File: src/rtl/mlpwm_pkg.sv
`timescale 1ns/1ps
package mlpwm_pkg;

    typedef enum logic [1:0] {
        DISP_SAME  = 2'd0,
        DISP_SPLIT = 2'd1,
        DISP_ALT   = 2'd2,
        DISP_SPARE = 2'd3
    } disp_e;

    // True when carrier idx of nc runs opposite to the base slope
    function automatic logic carrier_mirrored(input disp_e mode,
                                              input int unsigned idx,
                                              input int unsigned nc);
        case (mode)
            DISP_SPLIT: return (idx < nc / 2);
            DISP_ALT:   return ((idx % 2) == 1);
            default:    return 1'b0;
        endcase
    endfunction

endpackage

File: src/rtl/mlpwm_tri_counter.sv
`timescale 1ns/1ps
module mlpwm_tri_counter #(
    parameter int CW = 8
) (
    input  logic          clk,
    input  logic          rst_n,
    input  logic          en_i,
    input  logic [CW-1:0] period_i,
    output logic [CW-1:0] cnt_o,
    output logic [CW-1:0] per_o,
    output logic          peak_o,
    output logic          valley_o
);
    localparam logic [CW-1:0] ONE = {{(CW-1){1'b0}}, 1'b1};

    typedef struct packed {
        logic [CW-1:0] cnt;
        logic [CW-1:0] per;
        logic          up;
    } tri_st_t;

    tri_st_t st_d, st_q;
    logic [CW-1:0] per_safe;

    always_comb begin
        per_safe = (period_i == '0) ? ONE : period_i;
        st_d     = st_q;
        if (!en_i) begin
            st_d.cnt = '0;
            st_d.up  = 1'b1;
            st_d.per = per_safe;
        end else begin
            if (st_q.cnt == '0) begin
                st_d.per = per_safe;
            end
            if (st_q.cnt == st_q.per) begin
                st_d.cnt = st_q.cnt - ONE;
                st_d.up  = 1'b0;
            end else if (st_q.cnt == '0) begin
                st_d.cnt = ONE;
                st_d.up  = 1'b1;
            end else if (st_q.up) begin
                st_d.cnt = st_q.cnt + ONE;
            end else begin
                st_d.cnt = st_q.cnt - ONE;
            end
        end
    end

    always_ff @(posedge clk or negedge rst_n) begin
        if (!rst_n) begin
            st_q.cnt <= '0;
            st_q.per <= ONE;
            st_q.up  <= 1'b1;
        end else begin
            st_q <= st_d;
        end
    end

    assign cnt_o    = st_q.cnt;
    assign per_o    = st_q.per;
    assign peak_o   = (st_q.cnt == st_q.per);
    assign valley_o = (st_q.cnt == '0);

endmodule

File: src/rtl/mlpwm_carrier_cmp.sv
`timescale 1ns/1ps
module mlpwm_carrier_cmp
    import mlpwm_pkg::*;
#(
    parameter int NC = 4,
    parameter int CW = 8,
    parameter int RW = 12,
    parameter int LW = 3
) (
    input  disp_e                 mode_i,
    input  logic signed [RW-1:0]  ref_i,
    input  logic        [CW-1:0]  cnt_i,
    input  logic        [CW-1:0]  per_i,
    output logic        [LW-1:0]  level_o
);
    localparam int W = ((RW > CW + 4) ? RW : CW + 4) + 2;

    logic signed [W-1:0] ref_x, per_x, cnt_x;
    logic [NC-1:0]       hit;

    assign ref_x = {{(W-RW){ref_i[RW-1]}}, ref_i};
    assign per_x = {{(W-CW){1'b0}}, per_i};
    assign cnt_x = {{(W-CW){1'b0}}, cnt_i};

    for (genvar k = 0; k < NC; k++) begin : g_band
        localparam logic signed [W-1:0] OFS = W'(k - NC / 2);
        logic signed [W-1:0] base, slope, carrier;
        assign base    = per_x * OFS;
        assign slope   = carrier_mirrored(mode_i, k, NC) ? (per_x - cnt_x) : cnt_x;
        assign carrier = base + slope;
        assign hit[k]  = (ref_x > carrier);
    end

    always_comb begin
        level_o = '0;
        for (int i = 0; i < NC; i++) begin
            level_o = level_o + LW'(hit[i]);
        end
    end

endmodule

File: src/rtl/mlpwm_gate_map.sv
`timescale 1ns/1ps
module mlpwm_gate_map #(
    parameter int NC = 4,
    parameter int LW = 3
) (
    input  logic [LW-1:0]   level_i,
    output logic [2*NC-1:0] gate_o
);
    // Level L conducts through switches NC-L .. 2*NC-1-L (bit index)
    for (genvar j = 0; j < 2 * NC; j++) begin : g_sw
        if (j < NC) begin : g_upper
            assign gate_o[j] = (level_i >= LW'(NC - j));
        end else begin : g_lower
            assign gate_o[j] = (level_i <= LW'(2 * NC - 1 - j));
        end
    end

endmodule

File: src/rtl/mlpwm_leg_modulator.sv
`timescale 1ns/1ps
module mlpwm_leg_modulator
    import mlpwm_pkg::*;
#(
    parameter int LEVELS = 5,
    parameter int CW     = 8,
    parameter int RW     = 12
) (
    input  logic                        clk,
    input  logic                        rst_n,
    input  logic                        en_i,
    input  logic signed [RW-1:0]        ref_i,
    input  logic [1:0]                  mode_i,
    input  logic [CW-1:0]               period_i,
    output logic [2*(LEVELS-1)-1:0]     gate_o,
    output logic [$clog2(LEVELS)-1:0]   level_o,
    output logic                        peak_o
);
    localparam int NC = LEVELS - 1;
    localparam int GW = 2 * NC;
    localparam int LW = $clog2(LEVELS);

    typedef struct packed {
        logic [RW-1:0] sref;
        logic [1:0]    mode;
        logic [LW-1:0] lvl;
        logic [GW-1:0] gate;
        logic          pk;
    } leg_st_t;

    leg_st_t st_d, st_q;

    logic [CW-1:0] cnt_w, per_w;
    logic          at_peak, at_valley;
    logic [LW-1:0] lvl_now;
    logic [GW-1:0] gate_now;
    logic [RW-1:0] ref_held;

    assign ref_held = st_q.sref;

    mlpwm_tri_counter #(.CW(CW)) u_cnt (
        .clk      (clk),
        .rst_n    (rst_n),
        .en_i     (en_i),
        .period_i (period_i),
        .cnt_o    (cnt_w),
        .per_o    (per_w),
        .peak_o   (at_peak),
        .valley_o (at_valley)
    );

    mlpwm_carrier_cmp #(.NC(NC), .CW(CW), .RW(RW), .LW(LW)) u_cmp (
        .mode_i  (disp_e'(st_q.mode)),
        .ref_i   ($signed(ref_held)),
        .cnt_i   (cnt_w),
        .per_i   (per_w),
        .level_o (lvl_now)
    );

    mlpwm_gate_map #(.NC(NC), .LW(LW)) u_map (
        .level_i (lvl_now),
        .gate_o  (gate_now)
    );

    always_comb begin
        st_d = st_q;
        if (!en_i) begin
            st_d.sref = ref_i;
            st_d.mode = mode_i;
            st_d.lvl  = '0;
            st_d.gate = '0;
            st_d.pk   = 1'b0;
        end else begin
            if (at_valley) st_d.mode = mode_i;
            if (at_peak)   st_d.sref = ref_i;
            st_d.lvl  = lvl_now;
            st_d.gate = gate_now;
            st_d.pk   = at_peak;
        end
    end

    always_ff @(posedge clk or negedge rst_n) begin
        if (!rst_n) begin
            st_q <= '0;
        end else begin
            st_q <= st_d;
        end
    end

    assign gate_o  = en_i ? st_q.gate : '0;
    assign level_o = st_q.lvl;
    assign peak_o  = st_q.pk;

endmodule

File: config.mk
export PLATFORM = sky130hd
export DESIGN_NAME = mlpwm_leg_modulator
export DESIGN_NICKNAME = d
export VERILOG_FILES = /design/src/rtl/mlpwm_pkg.sv /design/src/rtl/mlpwm_tri_counter.sv /design/src/rtl/mlpwm_carrier_cmp.sv /design/src/rtl/mlpwm_gate_map.sv /design/src/rtl/mlpwm_leg_modulator.sv
export SDC_FILE = /design/constraint.sdc
export NUM_CORES = 1
export LEC_CHECK = 0
export BUFFER_PORTS_ARGS = -buffer_cell sky130_fd_sc_hd__buf_2
export CORE_ASPECT_RATIO = 0.8
export CORE_MARGIN = 10
export CORE_UTILIZATION = 63
export CTS_BUF_LIST = sky130_fd_sc_hd__clkbuf_8 sky130_fd_sc_hd__clkbuf_16
export DETAILED_ROUTE_END_ITERATION = 7
export PLACE_DENSITY = 0.83
export SYNTH_ARGS = -nofsm -noshare
export SYNTH_HDL_FRONTEND = slang
export SYNTH_SLANG_ARGS = --single-unit
File: constraint.sdc
create_clock -name clk -period 8.21 [get_ports clk]
set_clock_uncertainty 0.05 [all_clocks]
set_input_delay 1.642 -clock clk [delete_from_list [all_inputs] [get_ports clk]]
set_output_delay 1.642 -clock clk [all_outputs]
set_load 0.005 [all_outputs]
======== Word level (Yosys, flattened, before mapping) ========
Index checks and enable logic that the tools add are counted.
cells by class
  add/subtract/negate cells ............... 11
  order comparisons ....................... 12
  eq/ne operators ......................... 6
  multiplexer cells ....................... 18
  reductions and logical operators ........ 3
operator list
  cell                   count
  $mux W8                6
  $gt A12 B14 Y1         3
  $mux W14               3
  $add A14 B14 Y14       2
  $mux W26               1
  $mux W17               1
  $logic_not A8 Y1       2
  $add A9 B14 Y14        1
  $neg A8 Y14            1
  $neg A8 Y13            1
  $gt A12 B9 Y1          1
  $mux W12               1
  $sub A8 B8 Y9          1
  $add A8 B1 Y8 const B  1
  $eq A8 B8 Y1           1
  $sub A8 B1 Y8 const B  1
  $add A3 B1 Y3          2
  $ge A3 B2 Y1 const B   2
  $le A3 B1 Y1 const B   2
  $le A3 B2 Y1 const B   2
  $mux W1                5
  $ne A2 B1 Y1 const B   2
  $ge A3 B1 Y1 const B   1
  $ge A3 B3 Y1 const B   1
  6 further kinds        6
word-level totals
  bits in registers ....................... 43
  bits of input ports ..................... 25
  output and inout port bits .............. 12

======== Depth between registers and ports, before layout ========
  depth in word-level cells ............... 11
  gate-level depth with buffers ........... 28
  gate-level depth less buffers ........... 26

======== By module ========
A second synthesis with hierarchy kept.
second synthesis, totals
  cell total of the unflattened synthesis .. 631
  area total of the unflattened synthesis .. 5586.6 um2
by module, submodules not included
  module               times used  cells an instance  area each (um2)
  mlpwm_carrier_cmp    1           435                3236.9
  mlpwm_tri_counter    1           120                1282.5
  mlpwm_leg_modulator  1           68                 1024.7
  mlpwm_gate_map       1           8                  42.5

======== Least setup slack after synthesis ========
No wires, ideal clock.
  path kind ............................... register to register
  start point ............................. register u_cnt.st_q, in the netlist u_cnt.cnt_o[2]
  end point ............................... register st_q[4] (netlist bit)
  arrival time ............................ 5.983 ns
  data required time ...................... 8.082 ns
  setup slack ............................. 2.099 ns
  cell stages (with the launch flop) ...... 25
  buffers on the path ..................... 0
  clock period less this slack ............ 6.111 ns
  cell sequence ........................... dfrtp_1 inv_1 ha_1 nor2b_1 o21ai_1 a21oi_1 or2_2 nor3_1 ha_1 a2111oi_0 o211ai_1 and2_1 o311a_1 ha_1 and4_1 a21oi_1 o21ai_0 a21oi_1 mux2_2 ha_1 fa_1 ha_1 nor2_1 nand2_1 a21oi_1
RTL lines
  item                      RTL line                   source
  start: declaration        mlpwm_tri_counter.sv:22    tri_st_t st_d, st_q;
  start signal: assignment  mlpwm_tri_counter.sv:56    st_q <= st_d;
  end signal: assignment    mlpwm_leg_modulator.sv:86  st_q <= st_d;
  end: declaration          mlpwm_leg_modulator.sv:31  leg_st_t st_d, st_q;

==> results by group <==
Run status
  – Run status: completed

Timing
  – RSZ-0062 raised after global routing: false
  – Rel. slew slack: 0.202
  – Least-Margin Pin Slew: 1.19 ns
  – Final min period: 6.96 ns
  – Fin. Hold Viols: 0
  – Final max-slew violation count: 0
  – Final Cycle Share: 0.848
  – Finish-stage setup viols: 0
  – Setup TNS: 0 ns
  – Peak Freq: 144 MHz

Yosys
  – YS warnings: 0
  – Post-synthesis instance total: 646
  – Mean Syn Cell Area: 8.40 um2
  – Netlist cell types: 65
  – Net Count, Synth: 774
  – Synth area leader: ha_1
  – Yosys top cell area share: 0.226
  – Number of synthesized flops with an enable pin: 0
  – Ys flop type: dfrtp_1
  – Largest cells by area after synthesis: ha_1, dfrtp_1, a21oi_1
  – Sequential cell area fraction in the yosys report: 0.199
  – Async SR Flop Fraction: 1.00
  – Yosys reg bits: 43
  – Post-Syn Area: 0.00543 mm2

Global route
  – Gr ovfl total: 0
  – GRT Overall Usage: 0.238
  – Largest net degree at the start of global routing: 44
  – Vias in the first global route: 4783
  – First-pass GRT wire length: 24000 um
  – Antenna violations before repair: 0

Setup path
  – Critical Path Fanout Max: 8
  – Critical path origin: u_cnt.cnt_o[2]
  – Critical path arrival: 7.15 ns
  – Crit path kind: reg -> reg
  – Launching point of the worst reg2reg path: u_cnt.cnt_o[2]
  – Worst Reg-to-Reg Cells: 24
  – Critical Path End Type: flop
  – Required time worst endpoint: 8.40 ns
  – Setup crit start kind: flop

Floorplanning
  – Core Rows: 30
  – DIE AREA: 0.0127 mm2
  – Die width: 124 um
  – Die extent in y: 103 um
  – Core region area: 0.00845 mm2
  – Effective utilization at floorplan: 0.643
  – Top Ports: 37

Routing
  – TritonRoute pass-1 iters: 5
  – WL final: 14700 um
  – Vias: 4987
  – Final ANT Viol Nets: 0
  – Residual DRC: 0
  – Initial drt markers: 469
  – Vias/cell: 6.34
  – Wire length per cell: 18.8 um

Finish
  – Post-route insts no fill: 786
  – N_diodes: 0
  – Nets: 801
  – Area grow syn2layout: 6.43%
  – Share of cells above drive strength 1: 0.120

Placed design
  – Buffers added on ports: 36
  – Cells after DPL: 778
  – RePlAce Congestion: 0.971
  – Hpwl dp: 11700 um

Clock tree
  – # resized after CTS: 0
  – Reg clk slew, reported paths: 0.09 ns
  – Setup Buffers After CTS: 0
  – CTS tree: done
  – Num CTS Buffers: 5
  – Clock sinks: 43
  – Clock Path Buffers: 2
  – H-tree depth reported by CTS: 2
  – CTS root buffer: clkbuf_8
  – Clock Latency Late Sink: 0.32 ns
  – Post-CTS Hold Buffers: 0

Min path
  – Worst hold start: u_cnt.cnt_o[7]
  – Worst hold path type: reg -> reg
  – Cells on Worst Hold Path: 1

Run
  – Max Cap Violations: 0
==> path summary, 6_finish.rpt <==
kind / to / slack [ns]
worst min-delay path: u_cnt.cnt_o[7] / 0.50
worst max register to register: st_q[4] / 1.25
min in group asynchronous: st_q[13] / 1.43
worst max-delay path: st_q[4] / 1.25
max in group asynchronous: ref_held[1] / 6.05
worst min register to register: u_cnt.cnt_o[7] / 0.50
==> cells in the final DEF (no fill, tap or decap), types with 15 or more instances in the layout <==
master	n
a21o_1	18
a21oi_1	42
and2_1	16
buf_2	36
dfrtp_1	41
ha_1	98
inv_1	42
mux2_2	18
nand2_1	51
nand3_1	20
nor2_1	49
nor2b_1	15
nor3_1	17
o21ai_0	37
xnor2_1	20
==> synthesized netlist by cell type, types with 4 or more instances <==
cell      instances
a211oi_1          7
nor2b_1          15
xor2_1           11
a21oi_1          42
nor4_1            4
mux2i_1           7
o21a_1            7
o211ai_1          6
clkbuf_1          8
nor2_1           49
fa_1              5
nand4_1           8
and3_1            9
o21ai_0          37
and4_1            5
a21o_1           18
o22ai_1           4
mux2_2           18
dfrtp_1          41
nor3_1           17
a31oi_1           6
nand2b_1         10
xnor2_1          20
nand2_1          51
o31ai_1           8
nand3_1          20
ha_1             98
and2_1           16
inv_1            42
==> flip-flops by register name, indices dropped and copies added (netlist names) <==
| register | cells |
|---|---|
| ref_held | 12 |
| st_q | 10 |
| u_cnt.per_o | 8 |
| u_cnt.cnt_o | 8 |
| level_o | 3 |
| peak_o | 1 |
| u_cnt.st_q | 1 |
==> critical path: stages (launching register included) <==
cell and delay (ns):
dfrtp_1 0.50, inv_1 0.20, ha_1 0.40, nor2b_1 0.16
o21ai_1 0.20, a21oi_1 0.19, or2_2 0.31, nor3_1 0.51
ha_1 0.40, a2111oi_0 0.45, o211ai_1 0.17, and2_1 0.21
o311a_1 0.34, ha_1 0.31, and4_1 0.22, a21oi_1 0.15
o21ai_0 0.10, a21oi_1 0.13, mux2_2 0.35, ha_1 0.35
fa_1 0.46, ha_1 0.36, nor2_1 0.15, nand2_1 0.07
a21oi_1 0.14
==> stage by stage <==
| step | setup slack, ns | utilization | area [um2] | hold slack [ns] |
|---|---|---|---|---|
| after global routing | 0.990 | 0.684 | 5780 | 0.523 |
| after detailed placement | 1.40 | 0.671 | 5660 | 0.477 |
| after CTS | 1.35 | 0.684 | 5780 | 0.489 |
| after floorplan | 2.10 | - | 5430 | 0.429 |
| final | 1.25 | 0.684 | 5780 | 0.497 |
| after global placement | 1.63 | 0.671 | 5660 | 0.458 |
==> cells by family after synthesis <==
family / synth area share
mux: 0.0503
fa+ha+maj: 0.244
simple gates: 0.210
xor+xnor: 0.0500
buf+inv: 0.0452
flops: 0.199
compound gates: 0.201
==> routing by layer <==
layer | wire (um) | track usage
met5 | 0 | 0
met4 | 401 | 0.0724
met3 | 1460 | 0.0586
met2 | 6230 | 0.357
met1 | 6650 | 0.327
==> area by class of cell <==
cell class	instances	area, um2
Clock buffer	5	68.8
Clock inverter	3	43.8
Fill cell	692	2670
Inverter	43	161
Multi-Input combinational cell	544	4100
Sequential cell	43	1080
Tap cell	112	140
Timing Repair Buffer	36	180
Power is left out: the tool's default activity adds up to more than one toggle a clock period on the data nets, which glitch-free logic cannot reach.
